===== src/rtl/pgood_pkg.sv =====
package pgood_pkg;
  typedef enum logic [1:0] {
    PG_IDLE = 2'd0,
    PG_QUAL = 2'd1,
    PG_GOOD = 2'd2
  } pgState_t;

  typedef struct packed {
    logic cntClr;
    logic cntInc;
  } pgStrobe_t;
endpackage


===== src/rtl/pgood_regs.sv =====
module pgood_regs #(
  parameter int PCT_W         = 10,
  parameter int DLY_W         = 16,
  parameter int DEF_UPPER_PCT = 154,
  parameter int DEF_LOWER_PCT = 102,
  parameter int DEF_DELAY     = 1000
) (
  input  logic             clk,
  input  logic             rstN,
  input  logic             upWrEn,
  input  logic [PCT_W-1:0] upWrVal,
  input  logic             loWrEn,
  input  logic [PCT_W-1:0] loWrVal,
  input  logic             dlyWrEn,
  input  logic [DLY_W-1:0] dlyWrVal,
  output logic [PCT_W-1:0] upperPct,
  output logic [PCT_W-1:0] lowerPct,
  output logic [DLY_W-1:0] delayTicks
);
  always_ff @(posedge clk or negedge rstN) begin
    if (!rstN) begin
      upperPct   <= PCT_W'(DEF_UPPER_PCT);
      lowerPct   <= PCT_W'(DEF_LOWER_PCT);
      delayTicks <= DLY_W'(DEF_DELAY);
    end else begin
      if (upWrEn)  upperPct   <= upWrVal;
      if (loWrEn)  lowerPct   <= loWrVal;
      if (dlyWrEn) delayTicks <= dlyWrVal;
    end
  end
endmodule


===== src/rtl/pgood_datapath.sv =====
module pgood_datapath
  import pgood_pkg::*;
#(
  parameter int CODE_W = 12,
  parameter int PCT_W  = 10,
  parameter int DLY_W  = 16
) (
  input  logic              clk,
  input  logic              rstN,
  input  logic [CODE_W-1:0] voutCode,
  input  logic [CODE_W-1:0] targetCode,
  input  logic              fault,
  input  logic [PCT_W-1:0]  upperPct,
  input  logic [PCT_W-1:0]  lowerPct,
  input  logic [DLY_W-1:0]  delayTicks,
  input  pgStrobe_t         strb,
  output logic              condOk,
  output logic              cntDone
);
  localparam int PROD_W = CODE_W + PCT_W;
  localparam int EDGE_W = CODE_W + 1;

  logic [PROD_W-1:0] upProd, loProd;
  logic [CODE_W-1:0] upDelta, loDelta;
  logic [EDGE_W-1:0] upEdge, loEdge, voutExt;
  logic              inWindow;
  logic [DLY_W-1:0]  tickCnt;

  always_comb begin
    upProd   = PROD_W'(targetCode) * PROD_W'(upperPct);
    loProd   = PROD_W'(targetCode) * PROD_W'(lowerPct);
    upDelta  = upProd[PROD_W-1:PCT_W];
    loDelta  = loProd[PROD_W-1:PCT_W];
    upEdge   = EDGE_W'(targetCode) + EDGE_W'(upDelta);
    loEdge   = EDGE_W'(targetCode) - EDGE_W'(loDelta);
    voutExt  = EDGE_W'(voutCode);
    inWindow = (voutExt >= loEdge) && (voutExt <= upEdge);
    condOk   = inWindow && !fault;
    cntDone  = (tickCnt >= delayTicks);
  end

  always_ff @(posedge clk or negedge rstN) begin
    if (!rstN)            tickCnt <= '0;
    else if (strb.cntClr) tickCnt <= '0;
    else if (strb.cntInc) tickCnt <= tickCnt + 1'b1;
  end
endmodule


===== src/rtl/pgood_ctrl.sv =====
module pgood_ctrl
  import pgood_pkg::*;
(
  input  logic      clk,
  input  logic      rstN,
  input  logic      condOk,
  input  logic      tick,
  input  logic      cntDone,
  output pgStrobe_t strb,
  output logic      isGood
);
  pgState_t state, nextState;

  always_comb begin
    nextState   = state;
    strb.cntClr = 1'b0;
    strb.cntInc = 1'b0;
    unique case (state)
      PG_IDLE: begin
        if (condOk) begin
          nextState   = PG_QUAL;
          strb.cntClr = 1'b1;
        end
      end
      PG_QUAL: begin
        if (!condOk) begin
          nextState   = PG_IDLE;
          strb.cntClr = 1'b1;
        end else if (cntDone) begin
          nextState = PG_GOOD;
        end else if (tick) begin
          strb.cntInc = 1'b1;
        end
      end
      PG_GOOD: begin
        if (!condOk) begin
          nextState   = PG_IDLE;
          strb.cntClr = 1'b1;
        end
      end
      default: begin
        nextState   = PG_IDLE;
        strb.cntClr = 1'b1;
      end
    endcase
  end

  always_ff @(posedge clk or negedge rstN) begin
    if (!rstN) state <= PG_IDLE;
    else       state <= nextState;
  end

  assign isGood = (state == PG_GOOD);
endmodule


===== src/rtl/pgood_window.sv =====
module pgood_window
  import pgood_pkg::*;
#(
  parameter int CODE_W        = 12,
  parameter int PCT_W         = 10,
  parameter int DLY_W         = 16,
  parameter int DEF_UPPER_PCT = 154,
  parameter int DEF_LOWER_PCT = 102,
  parameter int DEF_DELAY     = 1000
) (
  input  logic              clk,
  input  logic              rstN,
  input  logic              tick,
  input  logic [CODE_W-1:0] voutCode,
  input  logic [CODE_W-1:0] targetCode,
  input  logic              fault,
  input  logic              upWrEn,
  input  logic [PCT_W-1:0]  upWrVal,
  input  logic              loWrEn,
  input  logic [PCT_W-1:0]  loWrVal,
  input  logic              dlyWrEn,
  input  logic [DLY_W-1:0]  dlyWrVal,
  output logic              pgood
);
  logic [PCT_W-1:0] upperPct, lowerPct;
  logic [DLY_W-1:0] delayTicks;
  logic             condOk, cntDone, isGood;
  pgStrobe_t        strb;

  pgood_regs #(
    .PCT_W(PCT_W), .DLY_W(DLY_W), .DEF_UPPER_PCT(DEF_UPPER_PCT),
    .DEF_LOWER_PCT(DEF_LOWER_PCT), .DEF_DELAY(DEF_DELAY)
  ) uRegs (
    .clk(clk), .rstN(rstN),
    .upWrEn(upWrEn), .upWrVal(upWrVal),
    .loWrEn(loWrEn), .loWrVal(loWrVal),
    .dlyWrEn(dlyWrEn), .dlyWrVal(dlyWrVal),
    .upperPct(upperPct), .lowerPct(lowerPct), .delayTicks(delayTicks)
  );

  pgood_datapath #(.CODE_W(CODE_W), .PCT_W(PCT_W), .DLY_W(DLY_W)) uDp (
    .clk(clk), .rstN(rstN),
    .voutCode(voutCode), .targetCode(targetCode), .fault(fault),
    .upperPct(upperPct), .lowerPct(lowerPct), .delayTicks(delayTicks),
    .strb(strb), .condOk(condOk), .cntDone(cntDone)
  );

  pgood_ctrl uCtrl (
    .clk(clk), .rstN(rstN), .condOk(condOk), .tick(tick),
    .cntDone(cntDone), .strb(strb), .isGood(isGood)
  );

  // fast release: qualified state gated by the live condition
  assign pgood = isGood && condOk;
endmodule


===== config.mk =====
export PLATFORM = sky130hd
export DESIGN_NAME = pgood_window
export DESIGN_NICKNAME = d
export VERILOG_FILES = /design/src/rtl/pgood_pkg.sv /design/src/rtl/pgood_regs.sv /design/src/rtl/pgood_datapath.sv /design/src/rtl/pgood_ctrl.sv /design/src/rtl/pgood_window.sv
export SDC_FILE = /design/constraint.sdc
export NUM_CORES = 1
export LEC_CHECK = 0
export ABC_AREA = 1
export CAP_MARGIN = 20
export CORE_MARGIN = 2
export CORE_UTILIZATION = 35
export CTS_CLUSTER_DIAMETER = 40
export DETAILED_ROUTE_END_ITERATION = 8
export GPL_ROUTABILITY_DRIVEN = 0
export PLACE_DENSITY = 0.48
export SETUP_SLACK_MARGIN = 0.3
export SLEW_MARGIN = 40
export SYNTH_ARGS = -nofsm -noshare
export SYNTH_HDL_FRONTEND = slang
export SYNTH_HIERARCHICAL = 1
export SYNTH_SLANG_ARGS = --single-unit

===== constraint.sdc =====
create_clock -name clk -period 16.4 [get_ports clk]
set_input_delay 2.46 -clock clk [delete_from_list [all_inputs] [get_ports clk]]
set_output_delay 2.46 -clock clk [all_outputs]
set_load 0.02 [all_outputs]

### Yosys cells after proc, flatten, opt, wreduce, memory -nomap -nowiden

Cells that the tools add are included.

* $mul: 2
* reduce and logical (&&, ||, !) cells: 8
* $add $sub $neg: 3
* equality and inequality tests: 5
* magnitude comparators: 3
* muxes and demuxes: 14

Operators by type and width (count)
* $mul 12x10->22: 2
* $mux 16: 2
* $add 16x1->16 const B: 1
* $ge 16x16->1: 1
* $add 12x12->13: 1
* $ge 12x13->1: 1
* $le 12x13->1: 1
* $sub 12x12->13: 1
* $mux 2: 4
* $mux 1: 6
* $pmux 2 s3: 1
* $ne 2x2->1 const B: 2
* $logic_and 1x1->1: 3
* $ne 3x3->1 const B: 1
* $reduce_and 3->1: 1
* $eq 2x1->1 const B: 1
* $eq 2x2->1 const B: 1
* $logic_not 2->1: 1
* $pmux 1 s2: 1
* $reduce_bool 2->1: 1
* $reduce_or 2->1: 1
* $logic_not 1->1: 1

* logic and storage cells: 40
* input bits: 67
* output and inout bits: 1
* register bits: 54

### Logic depth before layout (Yosys ltp)

Gate-level depths: netlist (run 1).

* depth after elaboration: 9
* gate-level depth with buffers: 50
* depth with buffers taken out: 48

### Modules after synthesis

The synthesis (run 1) kept the hierarchy.

Modules (own cells, without submodules)
* pgood_datapath: cells an instance 1622, area each 11129.4 µm², instances 1, sequential area each 400.4 µm²
* pgood_regs: cells an instance 152, area each 1405.1 µm², instances 1, sequential area each 918.4 µm²
* pgood_ctrl: cells an instance 27, area each 195.2 µm², instances 1, sequential area each 50.0 µm²
* pgood_window: cells an instance 2, area each 7.5 µm², instances 1, sequential area each 0.0 µm²

### Worst setup path after synthesis (run 1)

Ideal clock, no wire load.

* kind: input -> output
* from: in targetCode[0]
* to: out pgood
* setup slack: 5043 ps
* stages on the path: 31
* required time: 13940 ps
* buffers on the path: 2
* arrival: 8897 ps
* cells stage by stage: buf_4 -> clkbuf_1 -> nand2_1 -> fa_1 -> fa_1 -> inv_1 -> fa_1 -> fa_1 -> fa_1 -> ha_1 -> a21oi_1 -> o21ai_0 -> a21oi_1 -> xnor2_1 -> ha_1 -> inv_1 -> fa_1 -> o21ai_1 -> nand2_1 -> nand2_1 -> a21oi_1 -> xor2_1 -> ha_1 -> a21o_1 -> a21oi_1 -> nand2_1 -> nand2_1 -> nand2_1 -> nor2_1 -> nand2_1 -> inv_1

* cells in the longest elaborated chain, start to end: 6
* elaborated cells on any way between the ends: 9
* classes of those cells: 2 x add/sub; 2 x mul; 2 x order compare; 3 x reduce/logical

RTL lines
* from (decl): RTL line pgood_window.sv:15 `input logic [CODE_W-1:0] targetCode,`
* $mul 12x10->22, on equally long branches: RTL line pgood_datapath.sv:31, pgood_datapath.sv:30
* $sub 12x12->13 or $add 12x12->13 (tied branches): RTL line pgood_datapath.sv:35, pgood_datapath.sv:34
* $ge 12x13->1 or $le 12x13->1 (tied branches): RTL line pgood_datapath.sv:37 `inWindow = (voutExt >= loEdge) && (voutExt <= upEdge);`
* $logic_and 1x1->1 (*): RTL line pgood_datapath.sv:37
* $logic_and 1x1->1 (*): RTL line pgood_datapath.sv:38 `condOk = inWindow && !fault;`
* net condOk: RTL line pgood_window.sv:27 `logic condOk, cntDone, isGood;`
* $logic_and 1x1->1 (*): RTL line pgood_window.sv:54 `assign pgood = isGood && condOk;`
* to (decl): RTL line pgood_window.sv:23 `output logic pgood`

Mark *: on every way through the listed nets, which the timed path passes. The rest lies on a longest branch.

### Final worst setup path (run 1)

* from: in targetCode[6]
* to: out pgood

The elaborated chain is that of the path after synthesis.

==> results of run 1 <==
-- critical path: cells and delay by family --
kind                     cells  cell delay, ns
XOR/XNOR                     2            0.35
adder cells (fa/ha/maj)      9            3.79
AO/OA/AOI/OAI                5            0.78
AND/OR/NAND/NOR             12            1.48
buffers and inverters       10            2.26
-- state kept, by name, indices dropped and copies added (netlist names) --
| name | cells |
|---|---|
| uRegs/delayTicks | 16 |
| uRegs/lowerPct | 10 |
| uDp/tickCnt | 16 |
| uRegs/upperPct | 10 |
| uCtrl/state | 2 |
-- cells in the final DEF, fill, tap and decap left out, types with 2 or more instances in the layout --
master,instances
sky130_fd_sc_hd__clkinv_1,3
sky130_fd_sc_hd__xnor2_1,17
sky130_fd_sc_hd__a21o_1,8
sky130_fd_sc_hd__nor4_1,3
sky130_fd_sc_hd__xor2_1,18
sky130_fd_sc_hd__buf_4,13
sky130_fd_sc_hd__fa_1,156
sky130_fd_sc_hd__nand4_1,20
sky130_fd_sc_hd__a211oi_1,3
sky130_fd_sc_hd__nand3_1,49
sky130_fd_sc_hd__ha_1,180
sky130_fd_sc_hd__o21ai_1,4
sky130_fd_sc_hd__dfrtp_1,40
sky130_fd_sc_hd__o21bai_1,4
sky130_fd_sc_hd__nor2_1,85
sky130_fd_sc_hd__nand2_1,581
sky130_fd_sc_hd__inv_6,2
sky130_fd_sc_hd__nand3_2,2
sky130_fd_sc_hd__dfstp_2,14
sky130_fd_sc_hd__nor3_1,19
sky130_fd_sc_hd__clkinv_2,2
sky130_fd_sc_hd__a31oi_1,8
sky130_fd_sc_hd__o21ai_0,35
sky130_fd_sc_hd__clkbuf_16,5
sky130_fd_sc_hd__and3_1,2
sky130_fd_sc_hd__inv_2,4
sky130_fd_sc_hd__and2_1,2
sky130_fd_sc_hd__inv_1,396
sky130_fd_sc_hd__clkdlybuf4s50_1,66
sky130_fd_sc_hd__nand2_2,7
sky130_fd_sc_hd__nand3b_1,3
sky130_fd_sc_hd__nor2_2,3
sky130_fd_sc_hd__a21oi_1,79
-- logic make-up (layout without fill, tap and decap cells) --
group	Yosys count	count (layout)	synth area share, %
buf+inv	455	493	13.8
xor+xnor	35	35	2.41
compound gates	144	144	6.10
flops	54	54	10.7
fa+ha+maj	336	336	42.2
simple gates	779	779	24.8
-- layout make-up --
type / instances / area, µm²
fill: 3804 / 21700
multi-input combinational: 1294 / 9610
inverter: 405 / 1530
sequential: 54 / 1370
timing repair buffer: 80 / 763
tap: 461 / 577
clock buffer: 5 / 125
clock inverter: 3 / 43.8
-- routing by layer --
metal | vias to the layer above | part of all wire [%]
met3 | 16 | 1.9
met5 | - | 0
met4 | 0 | 0.62
met2 | 134 | 50
li1 | 5515 | -
met1 | 5203 | 47
-- path summary, 6_finish.rpt --
path / slack, ns / from / cells past startpoint / end
setup / recovery: 2.81 / targetCode[6] / 38 / pgood
hold / removal: 0.46 / uRegs/delayTicks[8]$_DFFE_PN1P_ / 2 / uRegs/delayTicks[8]$_DFFE_PN1P_
setup reg to reg: 7.06 / uRegs/upperPct[3]$_DFFE_PN1P_ / 42 / uDp/tickCnt[12]$_DFFE_PN0P_
hold reg to reg: 0.46 / uRegs/delayTicks[8]$_DFFE_PN1P_ / 2 / uRegs/delayTicks[8]$_DFFE_PN1P_
max in group asynchronous: 13.65 / rstN / 2 / uDp/tickCnt[8]$_DFFE_PN0P_
min in group asynchronous: 2.29 / rstN / 2 / uRegs/lowerPct[4]$_DFFE_PN0P_
-- cells in the mapped netlist, types with 4 or more instances --
library cell	number
sky130_fd_sc_hd__dfstp_2	14
sky130_fd_sc_hd__nand3_1	49
sky130_fd_sc_hd__a21oi_1	79
sky130_fd_sc_hd__nor2_1	85
sky130_fd_sc_hd__o21bai_1	4
sky130_fd_sc_hd__nor3_1	19
sky130_fd_sc_hd__a21o_1	8
sky130_fd_sc_hd__a31oi_1	8
sky130_fd_sc_hd__inv_2	4
sky130_fd_sc_hd__fa_1	156
sky130_fd_sc_hd__o21ai_1	4
sky130_fd_sc_hd__xor2_1	18
sky130_fd_sc_hd__nand4_1	20
sky130_fd_sc_hd__o21ai_0	35
sky130_fd_sc_hd__ha_1	180
sky130_fd_sc_hd__nand2_2	7
sky130_fd_sc_hd__dfrtp_1	40
sky130_fd_sc_hd__clkbuf_1	43
sky130_fd_sc_hd__inv_1	396
sky130_fd_sc_hd__xnor2_1	17
sky130_fd_sc_hd__nand2_1	581
-- metrics by stage --
stage | setup slack [ns] | utilization [%]
floorplan | 5.04 | -
global placement | 2.81 | 38.7
detailed placement | 2.72 | 38.7
CTS | 2.72 | 39.2
global route | 2.16 | 39.2
finish | 2.81 | 39.2
==> metrics.txt, run 1 <==
# TYPE chip_impl_metric gauge
chip_impl_metric{name="cts.path.max_buffers",unit=""} 2
chip_impl_info{name="synth_area_leaders",value="sky130_fd_sc_hd__fa_1 25%, sky130_fd_sc_hd__ha_1 18%, sky130_fd_sc_hd__nand2_1 17%"} 1
chip_impl_info{name="cts.root.buffer_cell",value="sky130_fd_sc_hd__clkbuf_16"} 1
chip_impl_metric{name="timing_worst_slew_pin_value",unit="ns"} 0.781
chip_impl_info{name="critical_path.endpoint_type",value="primary output"} 1
chip_impl_metric{name="fmax",unit="GHz"} 0.0736
chip_impl_metric{name="nNetsFinal",unit=""} 2243
chip_impl_metric{name="cts_buffers",unit=""} 5
chip_impl_metric{name="postSynthAreaPerCell",unit="µm²"} 7.06
chip_impl_metric{name="drtAntennaViolNets",unit=""} 0
chip_impl_metric{name="postSynthRegisterBits",unit=""} 54
chip_impl_metric{name="syn-instance-count",unit=""} 1803
chip_impl_metric{name="postSynthNetCount",unit=""} 2206
chip_impl_metric{name="grt_use_met2",unit="%"} 32.9
chip_impl_info{name="grt_setup_unrepaired",value="no"} 1
chip_impl_metric{name="cts-hold-fix-buffers",unit=""} 0
chip_impl_metric{name="arrival",unit="ns"} 11.13
chip_impl_info{name="worstSetupStartpointType",value="primary input"} 1
chip_impl_info{name="tritoncts",value="built"} 1
chip_impl_metric{name="core.rowCount",unit=""} 69
chip_impl_metric{name="clock_sink_count",unit=""} 54
chip_impl_metric{name="start_util",unit="%"} 35.6
chip_impl_info{name="top_usage_layer",value="met2"} 1
chip_impl_metric{name="fin_area",unit="µm²"} 14000
chip_impl_metric{name="yosysTopAreaCellShare",unit="%"} 24.5
chip_impl_metric{name="timing.setup.tns",unit="ns"} 0
chip_impl_metric{name="synth-seq-area-share",unit="%"} 10.7
chip_impl_info{name="cpMaxStageDelayCell",value="sky130_fd_sc_hd__clkdlybuf4s50_1"} 1
chip_impl_info{name="status",value="complete, no violations"} 1
chip_impl_metric{name="floorplan.die.width",unit="µm"} 195
chip_impl_metric{name="finalWorstPathRequiredPeriod",unit="ns"} 13.59
chip_impl_metric{name="wl",unit="mm"} 33.7
chip_impl_metric{name="wire_length_of_the_first_global_routing_pass",unit="mm"} 55.5
chip_impl_metric{name="num_io_pins",unit=""} 68
chip_impl_metric{name="ys_warn_count",unit=""} 6
chip_impl_metric{name="pin_count_of_the_biggest_net_entering_global_routing",unit=""} 55
chip_impl_metric{name="detailed_place.area",unit="µm²"} 13800
chip_impl_metric{name="clock_skew",unit="ns"} 0.00853
chip_impl_info{name="synthDominantAreaCellType",value="sky130_fd_sc_hd__fa_1"} 1
chip_impl_metric{name="post_synthesis_cell_area",unit="µm²"} 12700
chip_impl_metric{name="maxCapViolCount",unit=""} 0
chip_impl_metric{name="avgRoutedWirePerCell",unit="µm"} 14.6
chip_impl_metric{name="num_vias",unit=""} 10900
chip_impl_info{name="yosys_most_used_dff",value="sky130_fd_sc_hd__dfrtp_1"} 1
chip_impl_metric{name="synthArstFlopShare",unit="%"} 100
chip_impl_metric{name="drive_above_1_share",unit="%"} 3.15
chip_impl_metric{name="relSlewSlack",unit="%"} 47.7
chip_impl_metric{name="final_number_of_hold_violating_endpoints",unit=""} 0
chip_impl_metric{name="layout-area-overhead-vs-synth",unit="%"} 10.0
chip_impl_metric{name="drt_drc_violations_left",unit=""} 0
chip_impl_metric{name="holdWs",unit="ns"} 0.463
chip_impl_metric{name="gr-usage-met3",unit="%"} 0.920
chip_impl_metric{name="grtUsageTotal",unit="%"} 18.0
chip_impl_metric{name="cts_repair_resize_count",unit=""} 0
chip_impl_metric{name="fin_cells",unit=""} 2302
chip_impl_metric{name="globalRoute.totalOverflow",unit=""} 0
chip_impl_metric{name="detailed_place_hpwl",unit="mm"} 27.7
chip_impl_metric{name="post-cts-setup-buffer-count",unit=""} 0
chip_impl_info{name="cpMostUsedCell",value="sky130_fd_sc_hd__nand2_1"} 1
chip_impl_metric{name="cts.clk_slew.worst_paths",unit="ns"} 0.07
chip_impl_info{name="criticalPathCategory",value="primary input to primary output"} 1
chip_impl_metric{name="timing_max_transition_violations_final",unit=""} 0
chip_impl_metric{name="edff_count_synth",unit=""} 0
chip_impl_metric{name="setup_viol_count_final",unit=""} 0
chip_impl_metric{name="core-area",unit="µm²"} 35700
chip_impl_metric{name="floorplan.die_area",unit="µm²"} 37900
chip_impl_metric{name="routed_via_density",unit=""} 4.72
chip_impl_metric{name="grt_antenna_before_repair",unit=""} 0
chip_impl_metric{name="placement.io_buffers",unit=""} 67
chip_impl_metric{name="worst-endpoint-required",unit="ns"} 13.94
chip_impl_metric{name="grt_pass1_vias",unit=""} 11100
chip_impl_metric{name="cp_slowest_stage_delay",unit="ns"} 0.93
chip_impl_metric{name="detailedRoute.firstPassIterationCount",unit=""} 5
chip_impl_metric{name="place.detailed.instances",unit=""} 2294
chip_impl_metric{name="drt_first_iter_violations",unit=""} 454
chip_impl_metric{name="die_height",unit="µm"} 195
chip_impl_metric{name="clock_latency",unit="ns"} 0.29
chip_impl_metric{name="finalCritPeriodShare",unit="%"} 82.9
chip_impl_metric{name="cts-htree-levels",unit=""} 2
chip_impl_info{name="hold_path_class",value="flop to flop"} 1
chip_impl_metric{name="num_antenna_cells",unit=""} 0
chip_impl_metric{name="crit_path_max_fanout",unit=""} 12
chip_impl_metric{name="grt_use_met1",unit="%"} 24.3
chip_impl_metric{name="synth.lib_cells_used.distinct",unit=""} 41
Power of run 1 is left out: the tool's default activity adds up to more than one toggle a clock period on the data nets, which glitch-free logic cannot reach.
==> run 2: changes to the inputs <==
- clock period: 16.4 -> 13.15 ns (I/O delays scaled with it)
==> metrics.txt, run 2 (synthesized netlist as in run 1, its figures left out) <==
# TYPE chip_impl_metric gauge
chip_impl_metric{name="floorplan.die.width",unit="µm"} 195
chip_impl_metric{name="fin_area",unit="µm²"} 14100
chip_impl_metric{name="timing_worst_slew_pin_value",unit="ns"} 0.798
chip_impl_info{name="final_cell_mix",value="581 x sky130_fd_sc_hd__nand2_1, 396 x sky130_fd_sc_hd__inv_1, 180 x sky130_fd_sc_hd__ha_1"} 1
chip_impl_metric{name="timing_max_transition_violations_final",unit=""} 0
chip_impl_metric{name="detailed_place.area",unit="µm²"} 13900
chip_impl_info{name="cpMaxStageDelayCell",value="sky130_fd_sc_hd__clkdlybuf4s50_1"} 1
chip_impl_info{name="cpMostUsedCell",value="sky130_fd_sc_hd__nand2_1"} 1
chip_impl_metric{name="start_util",unit="%"} 35.6
chip_impl_metric{name="final_number_of_hold_violating_endpoints",unit=""} 0
chip_impl_metric{name="layout.filler_cells",unit=""} 3826
chip_impl_metric{name="placement.io_buffers",unit=""} 67
chip_impl_metric{name="clock_latency",unit="ns"} 0.30
chip_impl_metric{name="timing.setup.tns",unit="ns"} 0
chip_impl_metric{name="pin_count_of_the_biggest_net_entering_global_routing",unit=""} 55
chip_impl_metric{name="cp_slowest_stage_delay",unit="ns"} 0.98
chip_impl_metric{name="wire_length_of_the_first_global_routing_pass",unit="mm"} 57.1
chip_impl_metric{name="cts_repair_resize_count",unit=""} 0
chip_impl_metric{name="relSlewSlack",unit="%"} 46.6
chip_impl_metric{name="routed_via_density",unit=""} 4.72
chip_impl_metric{name="num_io_pins",unit=""} 68
chip_impl_metric{name="setup_viol_count_final",unit=""} 0
chip_impl_metric{name="num_antenna_cells",unit=""} 0
chip_impl_metric{name="post-cts-setup-buffer-count",unit=""} 0
chip_impl_metric{name="drive_above_1_share",unit="%"} 3.78
chip_impl_metric{name="worst-endpoint-required",unit="ns"} 11.18
chip_impl_info{name="tritoncts",value="built"} 1
chip_impl_metric{name="avgRoutedWirePerCell",unit="µm"} 15.2
chip_impl_info{name="criticalPathCategory",value="primary input to primary output"} 1
chip_impl_metric{name="finalWorstPathRequiredPeriod",unit="ns"} 12.06
chip_impl_metric{name="core.rowCount",unit=""} 69
chip_impl_metric{name="num_vias",unit=""} 10900
chip_impl_info{name="grt_setup_unrepaired",value="no"} 1
chip_impl_metric{name="clock_sink_count",unit=""} 54
chip_impl_info{name="hold_path_class",value="flop to flop"} 1
chip_impl_info{name="hp-start",value="uRegs/delayTicks[6]$_DFFE_PN1P_"} 1
chip_impl_metric{name="layout-area-overhead-vs-synth",unit="%"} 10.8
chip_impl_metric{name="wl",unit="mm"} 35.1
chip_impl_metric{name="floorplan.die_area",unit="µm²"} 37900
chip_impl_metric{name="clock_skew",unit="ns"} 0.00815
chip_impl_metric{name="cts.clk_slew.worst_paths",unit="ns"} 0.07
chip_impl_info{name="worstSetupStartpointType",value="primary input"} 1
chip_impl_metric{name="grtUsageTotal",unit="%"} 18.8
chip_impl_metric{name="drtAntennaViolNets",unit=""} 0
chip_impl_metric{name="die_height",unit="µm"} 195
chip_impl_metric{name="drt_first_iter_violations",unit=""} 567
chip_impl_metric{name="finalCritPeriodShare",unit="%"} 91.7
chip_impl_metric{name="drt_drc_violations_left",unit=""} 0
chip_impl_metric{name="cts-htree-levels",unit=""} 2
chip_impl_metric{name="arrival",unit="ns"} 10.09
chip_impl_info{name="critical_path.endpoint_type",value="primary output"} 1
chip_impl_info{name="worstSetupStartpoint",value="targetCode[2]"} 1
chip_impl_info{name="mostFrequentLayoutCell",value="sky130_fd_sc_hd__nand2_1"} 1
chip_impl_metric{name="cts.path.max_buffers",unit=""} 2
chip_impl_metric{name="globalRoute.totalOverflow",unit=""} 0
chip_impl_info{name="worst_r2r_startpoint",value="uRegs/upperPct[2]$_DFFE_PN0P_"} 1
chip_impl_info{name="cts.root.buffer_cell",value="sky130_fd_sc_hd__clkbuf_16"} 1
chip_impl_metric{name="core-area",unit="µm²"} 35700
chip_impl_metric{name="crit_path_max_fanout",unit=""} 12
chip_impl_info{name="status",value="complete, no violations"} 1
chip_impl_metric{name="grt_pass1_vias",unit=""} 10900
chip_impl_info{name="largestRegisters",value="uDp/tickCnt (16), uRegs/delayTicks (16)"} 1
chip_impl_metric{name="grt_antenna_before_repair",unit=""} 0
chip_impl_metric{name="cts_buffers",unit=""} 5
chip_impl_metric{name="detailedRoute.firstPassIterationCount",unit=""} 5
chip_impl_metric{name="detailed_place_hpwl",unit="mm"} 28.7
chip_impl_metric{name="maxCapViolCount",unit=""} 0
chip_impl_metric{name="nNetsFinal",unit=""} 2254
chip_impl_metric{name="cts-hold-fix-buffers",unit=""} 0
chip_impl_metric{name="fmax",unit="GHz"} 0.0829
-- run 2: per-layer routing --
layer  GRT usage [%]  share of wire [%]
met1            25.7                 48
met2            33.0                 48
met3            1.39                2.4
met4            3.00                1.6
met5               0                  0
-- run 2: path summary, 6_finish.rpt --
path / endpoint / slack (ns) / depth (start not counted)
hold reg to reg: uRegs/delayTicks[6]$_DFFE_PN1P_ / 0.46 / 2
hold / removal: uRegs/delayTicks[6]$_DFFE_PN1P_ / 0.46 / 2
max in group asynchronous: uRegs/delayTicks[5]$_DFFE_PN1P_ / 11.00 / 3
min in group asynchronous: uRegs/lowerPct[4]$_DFFE_PN0P_ / 1.60 / 2
setup reg to reg: uDp/tickCnt[12]$_DFFE_PN0P_ / 4.13 / 41
setup / recovery: pgood / 1.09 / 35
-- run 2: worst max-delay path, delay by kind of cell --
family,cells,cell delay (ns)
AO/OA/AOI/OAI,6,0.98
AND/OR/NAND/NOR,13,1.08
adder cells (fa/ha/maj),8,3.66
XOR/XNOR,2,0.38
buffers and inverters,6,1.98
-- run 2: layout make-up --
class / instances / area (µm²) / share of cell area [%]
Timing Repair Buffer: 91 / 853 / 6.05
Multi-Input combinational cell: 1294 / 9610 / 68.1
Clock buffer: 5 / 125 / 0.887
Clock inverter: 3 / 43.8 / 0.310
Tap cell: 461 / 577 / 4.09
Sequential cell: 54 / 1370 / 9.70
Inverter: 405 / 1530 / 10.8
-- run 2: per-stage QoR --
step | instances | utilization [%] | hold WS (ns) | setup slack (ns)
after global placement | 2304 | 39.0 | 0.452 | 1.02
final | 2313 | 39.5 | 0.464 | 1.09
after detailed placement | 2304 | 39.0 | 0.455 | 1.05
after floorplan | 1803 | - | 0.442 | 2.77
after CTS | 2312 | 39.4 | 0.466 | 1.03
after global routing | 2313 | 39.5 | 0.489 | 0.465
Power of run 2 is left out for the same reason.
